File: src/rtl/cfg_csum_pkg.sv
package cfg_csum_pkg;
  localparam int unsigned DW       = 8;
  localparam int unsigned LOG_B    = 3;
  localparam int unsigned TYPE_W   = 3;
  localparam logic [TYPE_W-1:0] DONE_TYPE = '1;
  localparam logic [DW-1:0]     SUM_GOOD  = '1;
  typedef logic [DW-1:0] byte_t;
endpackage

File: src/rtl/cfg_csum_acc.sv
module cfg_csum_acc #(
  parameter int unsigned DW = 8
) (
  input  logic          clk_i,
  input  logic          rst_ni,
  input  logic          clr_i,
  input  logic          add_i,
  input  logic [DW-1:0] byte_i,
  output logic [DW-1:0] sum_nxt_o
);
  logic [DW-1:0] sum_q;

  assign sum_nxt_o = sum_q + byte_i;  // carry out of the top bit dropped

  always_ff @(posedge clk_i or negedge rst_ni) begin
    if (!rst_ni)     sum_q <= '0;
    else if (clr_i)  sum_q <= '0;
    else if (add_i)  sum_q <= sum_nxt_o;
  end
endmodule

File: src/rtl/cfg_hdr_stage.sv
module cfg_hdr_stage #(
  parameter int unsigned DW = 8,
  parameter int unsigned NB = 3
) (
  input  logic             clk_i,
  input  logic             rst_ni,
  input  logic             clr_i,
  input  logic             push_i,
  input  logic             first_i,
  input  logic [DW-1:0]    byte_i,
  output logic [NB*DW-1:0] log_o
);
  localparam int unsigned IW = $clog2(NB + 1);

  logic [DW-1:0]    slot_q [NB];
  logic [NB*DW-1:0] stage_w;
  logic [NB*DW-1:0] log_q;
  logic [IW-1:0]    idx_q;
  logic             stg_vld_q;

  for (genvar g = 0; g < NB; g++) begin : g_slot
    assign stage_w[g*DW +: DW] = slot_q[g];
    always_ff @(posedge clk_i or negedge rst_ni) begin
      if (!rst_ni)      slot_q[g] <= '0;
      else if (clr_i)   slot_q[g] <= '0;
      else if (first_i) slot_q[g] <= (g == 0) ? byte_i : '0;
      else if (push_i && stg_vld_q && (idx_q == IW'(g))) slot_q[g] <= byte_i;
    end
  end

  always_ff @(posedge clk_i or negedge rst_ni) begin
    if (!rst_ni) begin
      idx_q     <= '0;
      stg_vld_q <= 1'b0;
      log_q     <= '0;
    end else if (clr_i) begin
      idx_q     <= '0;
      stg_vld_q <= 1'b0;
    end else if (first_i) begin
      if (stg_vld_q) log_q <= stage_w;
      idx_q     <= IW'(1);
      stg_vld_q <= 1'b1;
    end else if (push_i && stg_vld_q && (idx_q < IW'(NB))) begin
      idx_q <= idx_q + IW'(1);
    end
  end

  assign log_o = log_q;
endmodule

File: src/rtl/cfg_done_check.sv
module cfg_done_check #(
  parameter int unsigned           DW     = 8,
  parameter int unsigned           TYPE_W = 3,
  parameter logic [TYPE_W-1:0]     TYPE_V = '1
) (
  input  logic [DW-1:0] byte_i,
  output logic          fmt_ok_o
);
  // type in the low bits, all reserved bits above must be zero
  assign fmt_ok_o = (byte_i[TYPE_W-1:0] == TYPE_V) && (byte_i[DW-1:TYPE_W] == '0);
endmodule

File: src/rtl/cfg_csum_verifier.sv
module cfg_csum_verifier
  import cfg_csum_pkg::*;
(
  input  logic              clk_i,
  input  logic              rst_ni,
  input  logic              start_i,
  input  logic              byte_vld_i,
  input  logic [DW-1:0]     byte_i,
  input  logic              blk_start_i,
  input  logic              done_seq_i,
  input  logic              ext_err_i,
  input  logic              ign_csum_i,
  output logic              err_o,
  output logic              done_o,
  output logic              halt_o,
  output logic [LOG_B*DW-1:0] hdr_log_o
);
  logic  run_q, dph_q, err_q, done_q, halt_q;
  logic  acc, ext_hit, dbyte0, dbyte1, fmt_ok, fmt_bad, sum_bad, fail, finish;
  byte_t sum_nxt;

  assign acc     = run_q && byte_vld_i && !start_i && !ext_err_i;
  assign ext_hit = run_q && ext_err_i && !start_i;
  assign dbyte0  = acc && done_seq_i && !dph_q;
  assign dbyte1  = acc && done_seq_i && dph_q;
  assign fmt_bad = dbyte0 && !fmt_ok;
  assign sum_bad = dbyte1 && (sum_nxt != SUM_GOOD) && !ign_csum_i;
  assign fail    = ext_hit || fmt_bad || sum_bad;
  assign finish  = fail || dbyte1;

  cfg_csum_acc #(.DW(DW)) u_acc (
    .clk_i, .rst_ni,
    .clr_i     (start_i),
    .add_i     (acc),
    .byte_i    (byte_i),
    .sum_nxt_o (sum_nxt)
  );

  cfg_done_check #(.DW(DW), .TYPE_W(TYPE_W), .TYPE_V(DONE_TYPE)) u_chk_fmt (
    .byte_i   (byte_i),
    .fmt_ok_o (fmt_ok)
  );

  cfg_hdr_stage #(.DW(DW), .NB(LOG_B)) u_stage (
    .clk_i, .rst_ni,
    .clr_i   (start_i),
    .push_i  (acc),
    .first_i (acc && blk_start_i),
    .byte_i  (byte_i),
    .log_o   (hdr_log_o)
  );

  always_ff @(posedge clk_i or negedge rst_ni) begin
    if (!rst_ni) begin
      run_q <= 1'b0; dph_q <= 1'b0;
      err_q <= 1'b0; done_q <= 1'b0; halt_q <= 1'b0;
    end else if (start_i) begin
      run_q <= 1'b1; dph_q <= 1'b0;
      err_q <= 1'b0; done_q <= 1'b0; halt_q <= 1'b0;
    end else begin
      if (dbyte0 && fmt_ok) dph_q <= 1'b1;
      if (fail) begin
        err_q  <= 1'b1;
        halt_q <= 1'b1;
      end
      if (finish) begin
        done_q <= 1'b1;
        run_q  <= 1'b0;
      end
    end
  end

  assign err_o  = err_q;
  assign done_o = done_q;
  assign halt_o = halt_q;
endmodule

File: config.mk
export PLATFORM = sky130hd
export DESIGN_NAME = cfg_csum_verifier
export DESIGN_NICKNAME = d
export VERILOG_FILES = /design/src/rtl/cfg_csum_pkg.sv /design/src/rtl/cfg_csum_acc.sv /design/src/rtl/cfg_hdr_stage.sv /design/src/rtl/cfg_done_check.sv /design/src/rtl/cfg_csum_verifier.sv
export SDC_FILE = /design/constraint.sdc
export NUM_CORES = 1
export LEC_CHECK = 0
export ABC_AREA = 1
export BUFFER_PORTS_ARGS = -buffer_cell sky130_fd_sc_hd__buf_2
export CORE_MARGIN = 1.5
export CORE_UTILIZATION = 55
export DETAILED_ROUTE_END_ITERATION = 16
export PLACE_DENSITY = 0.76
export SLEW_MARGIN = 25
export SYNTH_ARGS = -nofsm -noshare
export SYNTH_HDL_FRONTEND = slang
export SYNTH_SLANG_ARGS = --single-unit
export TNS_END_PERCENT = 20
File: constraint.sdc
create_clock -name clk_i -period 2.1 [get_ports clk_i]
set_input_delay 0.21 -clock clk_i [delete_from_list [all_inputs] [get_ports clk_i]]
set_output_delay 0.21 -clock clk_i [all_outputs]
set_load 0.02 [all_outputs]
After elaboration in Yosys (flattened, before gate mapping)

Cells that the tools add are included.

Add/subtract/negate cells: 2
Multipliers: 0
Divide/modulo/power cells: 0
$lt $le $gt $ge: 1
Equal/unequal tests: 4
Shift-type cells: 0
Mux-type cells: 24
Bitwise operators: 1
Reduce and logical (&&, ||, !) cells: 39

Operator list:

| operator                                                               | number |
|---|---|
| 8-bit two-way mux                                                      | 11 |
| 1-bit logical AND                                                      | 19 |
| 3-bit nonzero test                                                     | 4 |
| 1-bit two-way mux                                                      | 10 |
| 2-bit nonzero test                                                     | 5 |
| 8-bit adder                                                            | 1 |
| 8-bit != test (second input constant)                                  | 1 |
| 2-bit two-way mux                                                      | 3 |
| 1-bit logical NOT                                                      | 5 |
| 5-bit logical NOT                                                      | 1 |
| 3-bit equality test (second input constant)                            | 1 |
| 1-bit logical OR                                                       | 3 |
| 3-bit AND reduction                                                    | 1 |
| 2-bit by 1-bit adder with 2-bit output (second input constant)         | 1 |
| 2-bit by 1-bit equality test with 1-bit output (second input constant) | 1 |
| 2-bit equality test (second input constant)                            | 1 |
| 2-bit logical NOT                                                      | 1 |
| 2-bit < comparator (second input constant)                             | 1 |
| 1-bit NOT                                                              | 1 |

Bits in registers: 63
Bits in latches: 0
Memory bits (writable): 0
ROM bits: 0
Input port bits: 16
Output and inout port bits: 27
Word-level logic and storage cells: 82
Memories: 0

Depth between registers and ports, before layout

Depth in word-level cells: 11
Mapped depth: 13
Depth with buffers taken out: 13

Modules after synthesis

A second synthesis with hierarchy kept.

Cells, all modules: 375
Area, all modules: 3125.5 µm²

Modules (own cells, without submodules):

| module            | times used | cells an instance | area each (µm²) | seq. area each (µm²) |
|---|---|---|---|---|
| cfg_hdr_stage     | 1          | 242               | 2167.1          | 1276.2 |
| cfg_csum_acc      | 1          | 87                | 651.9           | 200.2 |
| cfg_csum_verifier | 1          | 37                | 270.3           | 100.1 |
| cfg_done_check    | 1          | 9                 | 36.3            | 0.0 |

Least setup slack after synthesis

No wires, ideal clock.

Kind: flip-flop to flip-flop
Start: register u_acc.sum_q[0]
End: register done_q, in the netlist done_o
Library setup time: 138 ps
Arrival time: 1636 ps
Required time: 1962 ps
Slack: 326 ps
Cell stages (with the launch flop): 13
Path buffers: 0
Clock period less this slack: 1774 ps
Cells stage by stage: dfrtp_1 > ha_1 > fa_1 > nand2_1 > nand2_1 > nand3_1 > nand2_1 > nand2_1 > nand2_1 > nor2_1 > nand2_1 > nand2_1 > o2111ai_1

Longest elaborated chain between the ends: 7

RTL lines:

| what                           | RTL line                | RTL |
|---|---|---|
| start: declaration             | cfg_csum_acc.sv:11      | `logic [DW-1:0] sum_q;` |
| start signal: assignment       | cfg_csum_acc.sv:18      | `else if (add_i) sum_q <= sum_nxt_o;` |
| 8-bit adder                    | cfg_csum_acc.sv:13      | `assign sum_nxt_o = sum_q + byte_i;` |
| 8-bit != test                  | cfg_csum_verifier.sv:27 | `assign sum_bad = dbyte1 && (sum_nxt != SUM_GOOD) && !ign_csum_i;` |
| 1-bit logical AND (2 in a row) | cfg_csum_verifier.sv:27 |  |
| 1-bit logical OR               | cfg_csum_verifier.sv:28 | `assign fail = ext_hit \|\| fmt_bad \|\| sum_bad;` |
| 1-bit logical OR               | cfg_csum_verifier.sv:29 | `assign finish = fail \|\| dbyte1;` |
| 2-bit nonzero test (no line)   | --                      |  |
| end signal: assignment         | cfg_csum_verifier.sv:56 | `err_q <= 1'b0; done_q <= 1'b0; halt_q <= 1'b0;` |
| end signal: assignment         | cfg_csum_verifier.sv:59 | `err_q <= 1'b0; done_q <= 1'b0; halt_q <= 1'b0;` |
| end signal: assignment         | cfg_csum_verifier.sv:67 | `done_q <= 1'b1;` |
| end: declaration               | cfg_csum_verifier.sv:18 | `logic run_q, dph_q, err_q, done_q, halt_q;` |

No other way between the ends.
A chain may end at the register's enable or synchronous reset.

Worst setup path in the final report

Ends and elaborated chain as after synthesis.

==> run summary <==
Run status - finished, final reports clean
Psw - 0.7121 mW
CP Class - flop to flop
Largest net degree at the start of global routing - 37
FF-to-FF setup slack - 200 ps
Reg-to-reg endpoint - done_o
Global placer's final weighted congestion - 0.8540
Vias in the first global route - 2,227
Cell type with the highest occurrence count on the critical path - nand2_1
Buffer cell driving the clock tree root - clkbuf_8
Port Buffer Count - 42
Element type at the critical path end - flop
Slew Limit Headroom - 37.42%
Chip height - 76.48 um
Post-synth top area share - 53.10%
Seq pwr share - 47.7%
Min Clock Period, post-route - 1905 ps
Largest cells by area after synthesis - dfrtp_1 (53%), nand2_1 (9.6%), o21ai_0 (6.4%), mux2_2 (4.9%), nand3_1 (4.9%)
Post-Synthesis Net Count - 347
Number of inserted filler cells in the final layout - 462
Remaining Overflow, GRT - 0
Number of placement rows - 26
Maximum clock rate - 525.1 MHz
Initial core utilization - 57.77%
Number of levels the H-tree was split into - 3
Origin of the critical flop-to-flop path - u_acc.sum_q[0]
Most common library cell in the layout ignoring fill and taps - nand2_1
Synthesis-to-finish area growth - 16.86%
Average via count per standard cell - 5.165
Core utilization of the finished layout - 67.50%
Initial antenna violation count - 0
Sequential fraction of the synthesis area - 53.10%
Average wire per standard cell - 13.41 um
Cell chain of the critical path - ha_1 > fa_2 > nand2_1 > nor2_1 > nand3_1 > nor2_1 > nand2_1 > nand2_1 > o2111ai_1
Post-route setup TNS - 0 ps
Placed wire-length estimate - 4322 um
Clock Latency Late Sink - 320 ps
Leakage dissipation - 1.842 nW
WHS Path Cells - 3
Peak per-stage delay on the critical path - 550 ps
Fraction of final layout cells with drive strength greater than 1 - 23.12%
Path class of the lowest-slack min-delay path - input pin to flop
Slowest cell on the critical path - fa_2
Count of endpoints failing setup in the final report - 0
Chip width - 76.48 um
Hold violation count in the final report - 0
Vias after detailed routing - 2,283
Final antenna-violating net count - 0
Core area - 0.005140 sq mm
Hold EP - u_stage.stg_vld_q
Average footprint of a synthesized cell - 9.308 sq um
Synthesized flop and latch total - 63
Worst clock skew on the final layout - 5.768 ps
Arrival time worst endpoint - 2100 ps
Fraction of power consumed by combinational cells - 12.9%
Pre-antenna DRT Iters - 4
Largest delay share family, worst path - adder cells
Mapped cell area - 0.002969 sq mm
Predominant post-synthesis flop cell - dfrtp_1
Post-CTS setup buffer count - 0
Part of the power in the clock network - 39.4%
Number of DRC markers in iteration 0 - 128
Switching fraction of total power - 25.72%
Die ar. - 0.005848 sq mm
# diodes - 0
Cell internal power dissipation - 2.057 mW
CTS buffer count - 9
Total buffers and inverters traversed by the critical path - 0
Synthesis Warnings - 0
Slew @ Worst Pin - 938.7 ps
Count of flip-flops with a built-in enable after synthesis - 0
Max-cap viol count - 0
Worst Setup Start Kind - flop
Clock slew seen by the registers of the worst setup and hold paths - 70 ps
Register-to-Register Path Depth - 9
Count of distinct cell types in the synthesized netlist - 32
Net count reported at finish - 395
Count of clock tree sinks - 63
Ports - 43
CTS tree - yes
Highest net fanout along the worst path - 3
Peak supply drop - 0.4646 mV
Cell accounting for the most synthesized area - dfrtp_1
Critical path required time - 2290 ps
First-pass GRT wire length - 10,330 um
Pwr per Cell Area - 798.0 mW/mm^2
Start point of the worst min-delay path - blk_start_i
Most frequent cells in the layout - nand2_1 (76), dfrtp_1 (63), buf_2 (42), o21ai_0 (38), inv_1 (30)
DR DRC count - 0
Number of instances in the synthesized netlist - 319
Period utilization - 90.69%
Max Buffers Root-to-Sink - 2
Setup repair after global routing missed its margin - no
Proportion of synthesized flip-flops having asynchronous set or reset - 100.0%
Total global-route track usage - 22.52%
Max Transition Viols Final - 0
WL final - 5926 um
[cell families after synthesis]
family	Yosys count	synth area share (%)
simple gates	136	20.65
flops	63	53.10
compound gates	50	9.145
buf+inv	43	6.279
mux	13	4.930
fa+ha+maj	12	5.310
xor+xnor	2	0.5901
[worst reg2reg max path: stages (launching register included)]
cell and delay (ps):
dfrtp_1 390, ha_1 230, fa_2 550, nand2_1 50, nor2_1 110, nand3_1 110
nor2_1 100, nand2_1 60, nand2_1 90, o2111ai_1 100
[power groups by stage]
stage	sequential (mW)	clock [mW]	combinational, mW
after CTS	1.32	1.11	0.360
final	1.32	1.09	0.358
after floorplan	1.36	0	0.214
after detailed placement	1.34	0	0.357
after global routing	1.33	1.17	0.411
after global placement	1.34	0	0.347
[flip-flops by register name, indices dropped and copies added (netlist names)]
signal / count
u_stage.slot_q: 24
u_stage.idx_q: 2
dph_q: 1
halt_o: 1
done_o: 1
u_stage.stg_vld_q: 1
u_stage.log_o: 24
u_acc.sum_q: 8
run_q: 1
[area by class of cell]
class | count | area (sq um) | share of cell area (%)
clock buffer | 14 | 172.7 | 4.977
clock inverter | 2 | 37.54 | 1.082
inverter | 33 | 123.9 | 3.570
multi-input combinational | 213 | 1209 | 34.84
sequential | 63 | 1577 | 45.44
tap | 70 | 87.58 | 2.524
timing repair buffer | 47 | 262.8 | 7.573
[cells in the mapped netlist (all sizes together), types with 2 or more instances]
master	instances
nand4	5
o211ai	2
clkbuf	3
nand3	30
buf	7
inv	33
dfrtp	63
nand2	79
ha	11
a21oi	5
o21ai	39
mux2	13
nor2	17
nand3b	2
[worst max-delay path by stage]
stage	endpoint	slack, ps	cells after the start	startpoint
floorplan	done_o	330	12	u_acc.sum_q[0]
global placement	done_o	230	12	u_acc.sum_q[0]
detailed placement	done_o	160	12	u_acc.sum_q[0]
CTS	done_o	140	12	u_acc.sum_q[0]
global route	u_stage.slot_q[8]	7	9	run_q
finish	done_o	200	9	u_acc.sum_q[0]
[through the flow]
| stage | worst slack [ps] | power [mW] | hold slack (ps) | instance area [sq um] | instances |
|---|---|---|---|---|---|
| floorplan | 326.1 | 1.573 | -85.59 | 2969 | 319 |
| global placement | 225.1 | 1.687 | 258.3 | 3247 | 425 |
| detailed placement | 161.6 | 1.700 | 257.6 | 3247 | 425 |
| CTS | 140.5 | 2.793 | 147.9 | 3467 | 442 |
| global route | 7.010 | 2.906 | 166.0 | 3470 | 442 |
| finish | 195.5 | 2.769 | 160.1 | 3470 | 442 |
[what timing repair did]
item                                   CTS  global route
hold buffers                             1             0
resized for setup                        0             1
setup endpoints to repair                0             1
endpoints found under the hold margin   27             0
[layer usage]
metal  wire, um  up-vias  share of wire (%)  GRT usage (%)
met5          0        -                  0              0
met4         88        0                1.5          9.815
met1       2752     1068                 46          29.24
li1           -     1149                  -              -
met3        232        7                3.9          4.671
met2       2853       59                 48          36.61
Note: power is estimated with default switching activity, not from simulation.
